==> config.mk <==
export PLATFORM = sky130hd
export DESIGN_NAME = irq_agg_top
export DESIGN_NICKNAME = d
export VERILOG_FILES = /design/src/rtl/irq_agg_pkg.sv /design/src/rtl/irq_agg_regs.sv /design/src/rtl/irq_agg_pend.sv /design/src/rtl/irq_agg_top.sv
export SDC_FILE = /design/constraint.sdc
export NUM_CORES = 1
export LEC_CHECK = 0
export BUFFER_PORTS_ARGS = -buffer_cell sky130_fd_sc_hd__buf_2
export CAP_MARGIN = 20
export CORE_MARGIN = 3
export CORE_UTILIZATION = 60
export CTS_CLUSTER_DIAMETER = 80
export DETAILED_ROUTE_END_ITERATION = 8
export PLACE_DENSITY = 0.84
export SETUP_SLACK_MARGIN = 0.5
export SYNTH_ARGS = -nofsm -noshare
export SYNTH_HDL_FRONTEND = slang
export SYNTH_HIERARCHICAL = 1
export SYNTH_SLANG_ARGS = --single-unit
export TNS_END_PERCENT = 1
==> constraint.sdc <==
create_clock -name clk -period 3.4 [get_ports clk]
set_input_delay 0 -clock clk [delete_from_list [all_inputs] [get_ports clk]]
set_output_delay 0 -clock clk [all_outputs]
set_load 0.03 [all_outputs]
==> src/rtl/irq_agg_pkg.sv <==
package irq_agg_pkg;
  localparam int unsigned ADDR_W = 3;
  typedef enum logic [ADDR_W-1:0] {
    A_STAT   = 3'd0,
    A_EN_SET = 3'd1,
    A_EN_CLR = 3'd2,
    A_MK_SET = 3'd3,
    A_MK_CLR = 3'd4
  } reg_addr_e;

  function automatic logic [15:0] w1s_w1c(input logic [15:0] cur,
      input logic [15:0] set_v, input logic [15:0] clr_v);
    return (cur & ~clr_v) | set_v;
  endfunction
endpackage

==> src/rtl/irq_agg_regs.sv <==
module irq_agg_regs
  import irq_agg_pkg::*;
#(
  parameter int unsigned N = 16
) (
  input  logic              clk,
  input  logic              rst_n,
  input  logic [ADDR_W-1:0] addr,
  input  logic              wr_en,
  input  logic [N-1:0]      wr_data,
  output logic [N-1:0]      en_q,
  output logic [N-1:0]      mk_q,
  output logic [N-1:0]      ack_v
);
  logic [N-1:0] en_set, en_clr, mk_set, mk_clr;

  always_comb begin
    en_set = '0; en_clr = '0; mk_set = '0; mk_clr = '0; ack_v = '0;
    if (wr_en) begin
      case (addr)
        A_STAT:   ack_v  = wr_data;
        A_EN_SET: en_set = wr_data;
        A_EN_CLR: en_clr = wr_data;
        A_MK_SET: mk_set = wr_data;
        A_MK_CLR: mk_clr = wr_data;
        default: ;
      endcase
    end
  end

  always_ff @(posedge clk) begin
    if (!rst_n) begin
      en_q <= '0;
      mk_q <= '0;
    end else begin
      en_q <= w1s_w1c(en_q, en_set, en_clr);
      mk_q <= w1s_w1c(mk_q, mk_set, mk_clr);
    end
  end

  AST_EN_HOLD_ZERO: assert property (@(posedge clk) disable iff (!rst_n)
    (en_set == '0 && en_clr == '0) |=> $stable(en_q));
  AST_MK_CLR_WORKS: assert property (@(posedge clk) disable iff (!rst_n)
    (mk_clr != '0) |=> ((mk_q & $past(mk_clr)) == '0));
  AST_UNUSED_NOP: assert property (@(posedge clk) disable iff (!rst_n)
    (wr_en && addr > A_MK_CLR) |=> ($stable(en_q) && $stable(mk_q)));
endmodule

==> src/rtl/irq_agg_pend.sv <==
module irq_agg_pend #(
  parameter int unsigned N = 16
) (
  input  logic         clk,
  input  logic         rst_n,
  input  logic [N-1:0] src_in,
  input  logic [N-1:0] en_q,
  input  logic [N-1:0] ack_v,
  output logic [N-1:0] pend_q
);
  logic [N-1:0] latch_ev;

  for (genvar i = 0; i < N; i++) begin : g_bit
    assign latch_ev[i] = src_in[i] & en_q[i];
    always_ff @(posedge clk) begin
      if (!rst_n)          pend_q[i] <= 1'b0;
      else if (ack_v[i])   pend_q[i] <= 1'b0;
      else if (latch_ev[i]) pend_q[i] <= 1'b1;
    end
  end

  AST_DISABLED_NO_SET: assert property (@(posedge clk) disable iff (!rst_n)
    ($past(rst_n) && (pend_q & ~$past(pend_q) & ~$past(en_q)) != '0) |-> 1'b0);
  AST_ACK_CLEARS: assert property (@(posedge clk) disable iff (!rst_n)
    (ack_v != '0) |=> ((pend_q & $past(ack_v)) == '0));
  AST_LATCH: assert property (@(posedge clk) disable iff (!rst_n)
    (latch_ev != '0 && ack_v == '0) |=> ((pend_q & $past(latch_ev)) == $past(latch_ev)));
endmodule

==> src/rtl/irq_agg_top.sv <==
module irq_agg_top
  import irq_agg_pkg::*;
#(
  parameter int unsigned N = 16
) (
  input  logic              clk,
  input  logic              rst_n,
  input  logic [N-1:0]      src_in,
  input  logic [ADDR_W-1:0] addr,
  input  logic              wr_en,
  input  logic [N-1:0]      wr_data,
  output logic [N-1:0]      rd_data,
  output logic              irq_out
);
  logic [N-1:0] en_q, mk_q, ack_v, pend_q;
  logic         any_live;

  irq_agg_regs #(.N(N)) u_regs (
    .clk, .rst_n, .addr, .wr_en, .wr_data,
    .en_q, .mk_q, .ack_v
  );

  irq_agg_pend #(.N(N)) u_pend (
    .clk, .rst_n, .src_in, .en_q, .ack_v, .pend_q
  );

  assign any_live = |(pend_q & mk_q);

  always_ff @(posedge clk) begin
    if (!rst_n) irq_out <= 1'b0;
    else        irq_out <= any_live;
  end

  always_comb begin
    case (addr)
      A_STAT:             rd_data = pend_q;
      A_EN_SET, A_EN_CLR: rd_data = en_q;
      A_MK_SET, A_MK_CLR: rd_data = mk_q;
      default:            rd_data = '0;
    endcase
  end

  AST_IRQ_FOLLOWS: assert property (@(posedge clk) disable iff (!rst_n)
    $past(rst_n) |-> (irq_out == $past(any_live)));
  AST_RESET_QUIET: assert property (@(posedge clk)
    $past(!rst_n) |-> (!irq_out && pend_q == '0 && mk_q == '0 && en_q == '0));
endmodule

==> impl_metrics.py <==
metrics = {
    "detailed_routing": {
        "drtPass1Iterations": 4,
        "vias": 2516,
        "drc": 0,
        "dr.first_iter.drc_count": 169,
        "viasPerCell": 6.20,
        "avgRoutedWirePerCell_um": 16.8,
        "postRouteAntennaNets": 0,
        "drt_wl_total_um": 6820,
    },
    "critical_path": {
        "critical_path_class": "in -> reg",
        "cpPeakStageDelay_ps": 750,
        "endpoint_kind": "flip-flop",
        "regToRegSetupSlack_ps": 2070,
        "critPathRequiredTime_ps": 3600,
        "r2r-start": "u_pend/pend_q[4]",
        "reg2reg_to": "irq_out",
        "arrival_ps": 1920,
        "worstPathCellList": "buf_2, nand3_1, o21ai_0",
        "critPathMaxFanout": 38,
        "reg2reg_depth": 4,
        "cp_slowest_cell": "nand3_1",
        "critPathLaunchType": "input port",
    },
    "global_route": {
        "grt_max_degree": 39,
        "grt_pass1_vias": 2285,
        "grt.overflow.total": 0,
        "grt_pass1_wl_um": 11100,
        "grt_usage_pct": 25.5,
        "antenna_found_initial": 0,
    },
    "sta": {
        "rsz0062_at_grt": "no",
        "hold_viol": 0,
        "fin_crit_ps": 1730,
        "holdWs_ps": 11.7,
        "worst_clock_skew_ps": 3.58,
        "max_slew.worst_pin.slew_ps": 977,
        "finalCritPeriodShare_pct": 50.8,
        "slew_viol_final": 0,
        "setup_viol": 0,
        "fin_tns_setup_ps": 0,
        "fmax_mhz": 579,
        "relSlewSlack_pct": 34.9,
        "setup_ws_ps": 1670,
    },
    "yosys": {
        "synth_compound_gate_area_share_pct": 28.7,
        "synth_top_family_by_area": "compound AO/OA/AOI/OAI gates",
        "syn_inst": 316,
        "synth-edff-count": 0,
        "async_flop_share_pct": 0,
        "synth.most_common_cell": "dfxtp_1",
        "synth_xor_area_share_pct": 0,
        "synthAdderAreaFrac_pct": 0,
        "syn_area_um2": 2830,
        "syn_area_per_cell_um2": 8.96,
        "ys_warn_count": 6,
        "yosys.area_share.simple_pct": 18.0,
        "yosysSeqAreaShare_pct": 34.6,
        "ys_ff_latch": 49,
        "synth_common_cells": "dfxtp_1, nor2_1, a21oi_1, nand2_1, o21ai_0",
        "synth_area_leader_cell": "dfxtp_1",
        "synth_mux_area_share_pct": 12.0,
        "ys_types": 27,
        "synthFlopType": "dfxtp_1",
        "synthTopCellsByArea": "dfxtp_1, o211ai_2, nor3b_2",
        "synth.top_cell.area_share_pct": 34.6,
        "synth_nets": 354,
    },
    "finish": {
        "seqCellArea_um2": 981,
        "fill_cells": 369,
        "area_growth_pct": 8.39,
        "drive_gt1_share_pct": 32.5,
        "multiInputGateArea_um2": 1660,
        "antenna_cells": 0,
        "fin_nets": 391,
    },
    "place": {
        "port_buffers": 54,
        "dpl.hpwl_um": 4440,
        "gp_congestion": 0.842,
        "pre_cts_slack_ps": 1390,
    },
    "clock_tree": {
        "insertion_delay_ps": 300,
        "root_buffer": "clkbuf_8",
        "cts.sinks": 49,
        "postCtsResizedCells": 0,
        "cts_buffers": 5,
        "ctsHoldBuffers": 0,
        "clk_pin_slew_ps": 90,
        "cts_tree": "done",
        "htreeDepth": 2,
        "clk_path_buf_depth": 2,
        "cts_setup_buffers": 0,
    },
    "floorplan": {
        "pin_count": 55,
        "dieWidth_um": 74.7,
        "die-area_um2": 5580,
        "core_area_um2": 4440,
        "fp-row-count": 24,
        "fp.dieH_um": 74.7,
        "start_util_pct": 63.7,
    },
    "power_and_ir_drop": {
        "power.leakage_nw": 1.21,
        "ir_drop_uv": 256,
        "power_density_nw_per_um2": 348,
    },
    "hold_path": {
        "whs_path_depth": 3,
        "hold_end": "u_pend/pend_q[12]",
        "hp-start": "src_in[12]",
        "holdCritPathClass": "in -> reg",
    },
    "outcome": {
        "status": "complete, no violations",
    },
    "run": {
        "max_cap_violations": 0,
    },
}
[how the worst max path moves through the flow]
stage                    startpoint         endpoint  slack, ps  depth (start not counted)
finish                      addr[0]   u_regs/en_q[5]       1670                          3
global route                addr[0]  u_regs/mk_q[11]       1500                          3
CTS                         addr[0]   u_regs/en_q[4]       1690                          3
detailed placement          addr[0]   u_regs/en_q[4]       1390                          3
global placement            addr[0]  u_regs/mk_q[13]       1530                          3
floorplan           u_regs/en_q[10]      rd_data[10]       2150                          3
[cell type report]
cell class	instances	area share, %
multi-input cells	242	54.2
flip-flops and latches	49	31.9
clock buffers	6	2.36
clock inverters	2	0.326
repair buffers	55	9.05
well taps	52	2.12
[placed cells by master, fill, tap and decap left out, types with 2 or more instances in the layout]
| cell | synthesis | routed |
|---|---|---|
| a21oi_1 | 32 | 32 |
| buf_2 | 4 | 54 |
| dfxtp_1 | 49 | 49 |
| clkinv_2 | 0 | 2 |
| o211ai_2 | 20 | 20 |
| a221oi_1 | 2 | 2 |
| a22oi_1 | 4 | 4 |
| nand2_1 | 32 | 32 |
| mux2_2 | 16 | 16 |
| nor3b_2 | 16 | 16 |
| nand3_1 | 3 | 3 |
| o21ai_1 | 20 | 20 |
| a22o_1 | 2 | 2 |
| mux2i_1 | 16 | 16 |
| clkbuf_8 | 0 | 5 |
| o21ai_0 | 28 | 28 |
| or3b_1 | 2 | 2 |
| nor2_1 | 33 | 33 |
| o211ai_1 | 12 | 12 |
[critical path, delay by kind of cell]
family                 cells  cell delay, ps
AOI/OAI and AO/OA          1             420
and+or+nand+nor            1             750
buffers and inverters      1             730
[sequential cells by signal, indices dropped and copies added, names as in the netlist]
register and flops:
irq_out 1, u_pend/pend_q 16, u_regs/en_q 16, u_regs/mk_q 16
[cells by family (layout without fill, tap and decap cells)]
group                  count (synthesis)  in the layout
AND/OR/NAND/NOR                       89             89
flip-flops                            49             49
multiplexers                          32             32
buffers and inverters                 25             63
AO/OA/AOI/OAI                        121            121
[metrics by stage]
step           power (mW)  area, um^2  utilization, %  instances
5_1_grt              1.11        3070            69.1        406
6_report             1.07        3070            69.1        406
2_1_floorplan       0.711        2830               -        316
4_1_cts              1.07        3070            69.1        406
3_3_place_gp        0.742        2990            67.2        398
3_5_place_dp        0.747        2990            67.2        398
[metal layers]
layer	wire length [um]	global-route usage, %	part of all wire (%)	up-vias
met5	0	0	0	-
met4	50	4.94	0.73	0
met3	343	4.81	5.0	6
met2	3340	43.2	49	71
met1	3090	34.1	45	1208
li1	-	-	-	1231
[report_power, final]
group / leakage [nW] / total, mW / internal, mW / switching, mW
Combinational: 0.769 / 0.139 / 0.0493 / 0.0893
Clock: 0.0450 / 0.334 / 0.143 / 0.191
Sequential: 0.396 / 0.597 / 0.585 / 0.0119
No activity file was read; power rests on OpenSTA's default activity.
